**config.mk**
```make
export PLATFORM = sky130hd
export DESIGN_NAME = bxs_sys
export DESIGN_NICKNAME = d
export VERILOG_FILES = /design/src/rtl/bxs_pkg.sv /design/src/rtl/bxs_arb.sv /design/src/rtl/bxs_core.sv /design/src/rtl/bxs_mem.sv /design/src/rtl/bxs_sys.sv
export SDC_FILE = /design/constraint.sdc
export NUM_CORES = 1
export LEC_CHECK = 0
export ABC_AREA = 1
export ABC_CLOCK_PERIOD_IN_PS = 1500
export BUFFER_PORTS_ARGS = -buffer_cell sky130_fd_sc_hd__buf_2
export CAP_MARGIN = 25
export CORE_MARGIN = 1
export CORE_UTILIZATION = 40
export CTS_CLUSTER_SIZE = 40
export DETAILED_ROUTE_END_ITERATION = 7
export PLACE_DENSITY_LB_ADDON = 0.3
export SLEW_MARGIN = 10
export SYNTH_ARGS = -nofsm -noshare
export SYNTH_HDL_FRONTEND = slang
export SYNTH_SLANG_ARGS = --single-unit
export TNS_END_PERCENT = 50
```
**constraint.sdc**
```tcl
create_clock -name clk -period 1.5 [get_ports clk]
set_clock_uncertainty 0.1 [all_clocks]
set_input_delay 0.225 -clock clk [delete_from_list [all_inputs] [get_ports clk]]
set_output_delay 0.225 -clock clk [all_outputs]
set_load 0.005 [all_outputs]
```
**src/rtl/bxs_pkg.sv**
```systemverilog
package bxs_pkg;

    typedef enum logic [2:0] {
        C_IDLE,
        C_BREQ,
        C_REQ,
        C_WAIT,
        C_RACK
    } core_st_e;

    typedef enum logic [2:0] {
        M_IDLE,
        M_WACK,
        M_RACK,
        M_RWAIT,
        M_RDATA
    } mem_st_e;

endpackage

```
**src/rtl/bxs_arb.sv**
```systemverilog
module bxs_arb #(
    parameter int NREQ = 2
) (
    input  logic            clk,
    input  logic            rst_n,
    input  logic [NREQ-1:0] req_i,
    output logic [NREQ-1:0] gnt_o
);

    typedef struct packed {
        logic [NREQ-1:0] gnt;
    } arb_reg_t;

    arb_reg_t arb_d, arb_q;
    logic     found;

    always_comb begin
        arb_d = arb_q;
        found = 1'b0;
        // keep the owner while its request stays high, else lowest index wins
        if ((arb_q.gnt & req_i) == '0) begin
            arb_d.gnt = '0;
            for (int i = 0; i < NREQ; i++) begin
                if (!found && req_i[i]) begin
                    arb_d.gnt[i] = 1'b1;
                    found        = 1'b1;
                end
            end
        end
    end

    always_ff @(posedge clk or negedge rst_n) begin
        if (!rst_n) arb_q <= '0;
        else        arb_q <= arb_d;
    end

    assign gnt_o = arb_q.gnt;

endmodule

```
**src/rtl/bxs_core.sv**
```systemverilog
module bxs_core
    import bxs_pkg::*;
#(
    parameter int DW = 8
) (
    input  logic          clk,
    input  logic          rst_n,
    input  logic          io_rd_i,
    input  logic          io_wr_i,
    input  logic          gnt_i,
    input  logic          mem_ack_i,
    input  logic          data_rdy_i,
    input  logic [DW-1:0] mem_data_i,
    output logic          bus_req_o,
    output logic          rd_req_o,
    output logic          wr_req_o,
    output logic          core_ack_o,
    output logic          done_o,
    output logic [DW-1:0] rd_data_o
);

    typedef struct packed {
        core_st_e      st;
        logic          is_rd;
        logic          done;
        logic [DW-1:0] rdata;
    } core_reg_t;

    core_reg_t core_d, core_q;

    always_comb begin
        core_d      = core_q;
        core_d.done = 1'b0;
        case (core_q.st)
            C_IDLE: begin
                if (io_rd_i || io_wr_i) begin
                    core_d.st    = C_BREQ;
                    core_d.is_rd = io_rd_i;
                end
            end
            C_BREQ: if (gnt_i) core_d.st = C_REQ;
            C_REQ:  if (mem_ack_i) core_d.st = C_WAIT;
            C_WAIT: begin
                if (core_q.is_rd) begin
                    if (data_rdy_i) begin
                        core_d.st    = C_RACK;
                        core_d.rdata = mem_data_i;
                    end
                end else if (!mem_ack_i) begin
                    core_d.st   = C_IDLE;
                    core_d.done = 1'b1;
                end
            end
            C_RACK: begin
                if (!data_rdy_i) begin
                    core_d.st   = C_IDLE;
                    core_d.done = 1'b1;
                end
            end
            default: core_d.st = C_IDLE;
        endcase
    end

    always_ff @(posedge clk or negedge rst_n) begin
        if (!rst_n) core_q <= '{st: C_IDLE, is_rd: 1'b0, done: 1'b0, rdata: '0};
        else        core_q <= core_d;
    end

    assign bus_req_o  = (core_q.st != C_IDLE);
    assign rd_req_o   = (core_q.st == C_REQ) &&  core_q.is_rd;
    assign wr_req_o   = (core_q.st == C_REQ) && !core_q.is_rd;
    assign core_ack_o = (core_q.st == C_RACK);
    assign done_o     = core_q.done;
    assign rd_data_o  = core_q.rdata;

endmodule

```
**src/rtl/bxs_mem.sv**
```systemverilog
module bxs_mem
    import bxs_pkg::*;
#(
    parameter int DW     = 8,
    parameter int RD_LAT = 2
) (
    input  logic          clk,
    input  logic          rst_n,
    input  logic          rd_req_i,
    input  logic          wr_req_i,
    input  logic          core_ack_i,
    input  logic [DW-1:0] mem_rdata_i,
    output logic          mem_ack_o,
    output logic          data_rdy_o,
    output logic [DW-1:0] data_o
);

    localparam int CW = (RD_LAT > 1) ? $clog2(RD_LAT) : 1;
    localparam logic [CW-1:0] CNT_LAST = CW'(RD_LAT - 1);

    typedef struct packed {
        mem_st_e       st;
        logic [CW-1:0] cnt;
        logic [DW-1:0] data;
    } mem_reg_t;

    mem_reg_t mem_d, mem_q;

    always_comb begin
        mem_d = mem_q;
        case (mem_q.st)
            M_IDLE: begin
                if (wr_req_i)      mem_d.st = M_WACK;
                else if (rd_req_i) mem_d.st = M_RACK;
            end
            M_WACK: if (!wr_req_i) mem_d.st = M_IDLE;
            M_RACK: begin
                if (!rd_req_i) begin
                    mem_d.st  = M_RWAIT;
                    mem_d.cnt = '0;
                end
            end
            M_RWAIT: begin
                if (mem_q.cnt == CNT_LAST) begin
                    mem_d.st   = M_RDATA;
                    mem_d.data = mem_rdata_i;
                end else begin
                    mem_d.cnt = mem_q.cnt + 1'b1;
                end
            end
            M_RDATA: if (core_ack_i) mem_d.st = M_IDLE;
            default: mem_d.st = M_IDLE;
        endcase
    end

    always_ff @(posedge clk or negedge rst_n) begin
        if (!rst_n) mem_q <= '{st: M_IDLE, cnt: '0, data: '0};
        else        mem_q <= mem_d;
    end

    assign mem_ack_o  = (mem_q.st == M_WACK) || (mem_q.st == M_RACK);
    assign data_rdy_o = (mem_q.st == M_RDATA);
    assign data_o     = mem_q.data;

endmodule

```
**src/rtl/bxs_sys.sv**
```systemverilog
module bxs_sys #(
    parameter int DW     = 8,
    parameter int RD_LAT = 2
) (
    input  logic          clk,
    input  logic          rst_n,
    input  logic          io_rd_i,
    input  logic          io_wr_i,
    input  logic          ext_req_i,
    input  logic [DW-1:0] mem_rdata_i,
    output logic          ext_gnt_o,
    output logic          core_gnt_o,
    output logic          core_bus_req_o,
    output logic          rd_req_o,
    output logic          wr_req_o,
    output logic          mem_ack_o,
    output logic          data_rdy_o,
    output logic          core_ack_o,
    output logic          done_o,
    output logic [DW-1:0] rd_data_o
);

    localparam int NREQ     = 2;
    localparam int IDX_EXT  = 0;
    localparam int IDX_CORE = 1;

    logic [NREQ-1:0] req_vec;
    logic [NREQ-1:0] gnt_vec;
    logic [DW-1:0]   mem_data;

    assign req_vec[IDX_EXT]  = ext_req_i;
    assign req_vec[IDX_CORE] = core_bus_req_o;
    assign ext_gnt_o         = gnt_vec[IDX_EXT];
    assign core_gnt_o        = gnt_vec[IDX_CORE];

    bxs_arb #(.NREQ(NREQ)) arb_i (
        .clk   (clk),
        .rst_n (rst_n),
        .req_i (req_vec),
        .gnt_o (gnt_vec)
    );

    bxs_core #(.DW(DW)) core_i (
        .clk        (clk),
        .rst_n      (rst_n),
        .io_rd_i    (io_rd_i),
        .io_wr_i    (io_wr_i),
        .gnt_i      (core_gnt_o),
        .mem_ack_i  (mem_ack_o),
        .data_rdy_i (data_rdy_o),
        .mem_data_i (mem_data),
        .bus_req_o  (core_bus_req_o),
        .rd_req_o   (rd_req_o),
        .wr_req_o   (wr_req_o),
        .core_ack_o (core_ack_o),
        .done_o     (done_o),
        .rd_data_o  (rd_data_o)
    );

    bxs_mem #(.DW(DW), .RD_LAT(RD_LAT)) mem_i (
        .clk         (clk),
        .rst_n       (rst_n),
        .rd_req_i    (rd_req_o),
        .wr_req_i    (wr_req_o),
        .core_ack_i  (core_ack_o),
        .mem_rdata_i (mem_rdata_i),
        .mem_ack_o   (mem_ack_o),
        .data_rdy_o  (data_rdy_o),
        .data_o      (mem_data)
    );

endmodule

```
==> run_results.csv <==
group,metric,value,unit
critical_path,rr_endpoint,"mem_i.mem_q[10]$_DFFE_PN0P_",
placement,gp_congestion,0.841,
global_routing,grt_pass1_vias,1193,
die,die_x,60.1,um
cts,cts_buffer_depth,2,
drt,drtAntennaViolNets,0,
final_layout,diodes,0,
final_layout,final_cell_area,1800,um2
power_and_ir_drop,p_leak,0.975,nW
power_and_ir_drop,ir_drop,1.04,mV
final_layout,regArea,678,um2
final_layout,multi_input_area,594,um2
drt,wl_met1,1290,um
timing,fin_ws,-0.0873,ns
critical_path,r2r_cells,10,
global_routing,grt-ovfl-total,0,
timing,hold_viol,0,
cts,htree_levels,1,
yosys,ys_seq_elements,27,
drt,highest_layer,"met4",
drt,wl_per_cell,12.3,um
critical_path,reg2reg_setup_slack,-0.04,ns
final_layout,layout-drive-gt1-share,46.8,%
die,io_pins,30,
timing,fmax,630,MHz
critical_path,critPathLaunchType,"register",
final_layout,nFillCells,285,
yosys,syn_nets,173,
yosys,ys.warnings.count,0,
placement,placed_cell_area,1530,um2
yosys,syn_area_per_cell,8.44,um2
cts,insertion_delay,0.31,ns
drt,wl_met3,122,um
yosys,yosysSeqAreaShare,50.0,%
cts,cts.sinks,27,
final_layout,syn_to_final_growth,33.0,%
die,dieHeight,60.1,um
power_and_ir_drop,power_density,1900,nW/um2
drt,drtIter0Drc,78,
yosys,synth_top_area_share,50.0,%
critical_path,regToRegStartpoint,"core_i.core_q[11]$_DFFE_PN0P_",
die,core_area,3130,um2
critical_path,arrival,1.26,ns
yosys,synth_top_cell_by_area,"dfrtp_1",
placement,dp.cells,229,
status,status,"finished, violations left",
worst_hold_path,worst_hold_path_type,"in2reg",
yosys,synth_area_leaders,"dfrtp_1 50%, nand2_1 9.2%, inv_1 5.6%, nor2_1 5.6%, o21ai_2 5.2%",
critical_path,crit_type,"reg2out",
placement,dp_worst_setup_slack,-0.00398,ns
placement,dp_hpwl,1930,um
drt,drt_pass1_iterations,4,
timing,finalSetupViolCount,11,
timing,relSlewSlack,59.8,%
final_layout,layout_common_cells,"28 x buf_2, 26 x nand2_1, 25 x dfrtp_1",
global_routing,grt_max_degree,28,
global_routing,grt_pass1_wl,5020,um
final_layout,final_nets,219,
drt,drcViolationCount,0,
status,violations,"setup timing",
cts,tritoncts,"built",
global_routing,gr-usage-all-layers,18.6,%
die,die_area,3610,um2
drt,wl,3070,um
final_layout,final_common_cell,"buf_2",
global_routing,antenna_found_initial,0,
yosys,ys_types,22,
yosys,syn_area,1350,um2
placement,io_buffers,29,
power_and_ir_drop,totalPowerFinal,3.41,mW
drt,met2_wirelength,1630,um
drt,drt-vias-per-instance,4.83,
timing,slew_viol_final,0,
critical_path,worst-path-max-fanout,5,
critical_path,setup.worst_path.end_class,"primary output",
timing,worst_slew_pin_slew,0.604,ns
die,rows,20,
yosys,syn-instance-count,160,
timing,rsz0062_at_grt,"true",
cts,cts_buffers,3,
timing,min_period,1.59,ns
cts,cts.clk_slew.worst_paths,0.14,ns
die,start_util,43.2,%
timing,whs,0.0509,ns
final_layout,stdcell_count,249,
critical_path,critical_path_required,1.17,ns
cts,cts_root_buffer,"clkbuf_4",
timing,period_share,106,%
critical_path,endpoint,"rd_req_o",
drt,vias,1202,
flow_run,cap_violations,0,
critical_path,startpoint,"core_i.core_q[11]$_DFFE_PN0P_",
==> per-layer routing <==
| metal | vias up | GRT usage [%] |
|---|---|---|
| met5 | - | 0 |
| met4 | 0 | 5.98 |
| met3 | 4 | 3.25 |
| met2 | 29 | 34.0 |
| met1 | 572 | 21.8 |
| li1 | 597 | - |
==> area by class of cell <==
| type | count | share of cell area, % |
|---|---|---|
| clock buffer | 4 | 1.46 |
| inverter | 21 | 4.39 |
| multi-input combinational | 101 | 33.1 |
| sequential | 27 | 37.8 |
| tap | 44 | 3.07 |
| timing repair buffer | 52 | 20.2 |
==> state kept, by name, summed over array words and instances, names as in the netlist <==
name / flops
core_i.core_q: 4
core_i.rd_data_o: 8
mem_i.mem_q: 4
mem_i.data_o: 8
core_i.done_o: 1
arb_i.gnt_o: 2
==> per-stage QoR <==
stage / util [%] / TNS [ns]
after floorplan: - / 0
after global placement: 49.0 / 0
after detailed placement: 49.0 / -0.00398
after CTS: 56.3 / -0.192
after global routing: 57.4 / -1.33
final: 57.4 / -0.329
==> worst max-delay path, cell delays in order, from the launching register on <==
cell     delay (ns)
dfrtp_2        0.47
buf_6          0.14
nand4_1        0.12
inv_1          0.10
buf_2          0.12
==> how the worst min path moves through the flow <==
stage | slack, ns | from | end | cells past startpoint
2_1_floorplan | -0.17 | rst_n | arb_i.gnt_o[0]$_DFFE_PN0N_ | 0
3_3_place_gp | 0.16 | rst_n | mem_i.data_o[3]$_DFFE_PN0P_ | 1
4_1_cts | 0.04 | mem_rdata_i[1] | mem_i.data_o[1]$_DFFE_PN0P_ | 3
3_5_place_dp | 0.17 | rst_n | mem_i.data_o[3]$_DFFE_PN0P_ | 1
5_1_grt | 0.06 | mem_rdata_i[5] | mem_i.data_o[5]$_DFFE_PN0P_ | 3
6_report | 0.05 | mem_rdata_i[1] | mem_i.data_o[1]$_DFFE_PN0P_ | 3
==> what timing repair did <==
action                                 CTS  global route
gates resized for setup                 28             9
pin swaps                                3             0
setup buffers                           16             1
endpoints found under the hold margin   27             0
hold buffers                             1             0
gates cloned                             0             0
setup endpoints to repair                8            26
==> cells in the mapped netlist, drive strengths merged <==
library cell and instances:
o32ai 1, o21bai 1, nor2 21, nand4 4, nand3b 1, a31o 1, nand2 35, buf 11
a21oi 12, inv 21, or2 2, nand3 11, dfrtp 27, o21ai 12
==> power breakdown <==
group | internal (mW) | switching (mW)
registers | 1.03 | 0.214
clock network | 0.104 | 0.196
logic | 0.853 | 1.01
==> cells by family (layout without fill, tap and decap cells) <==
kind of cell	count (synthesis)	in the layout	synth area share, %
AO/OA/AOI/OAI	27	27	13.0
buffers and inverters	32	77	13.0
flip-flops	27	27	50.0
AND/OR/NAND/NOR	74	74	24.0
No activity file was read; power rests on OpenSTA's default activity.
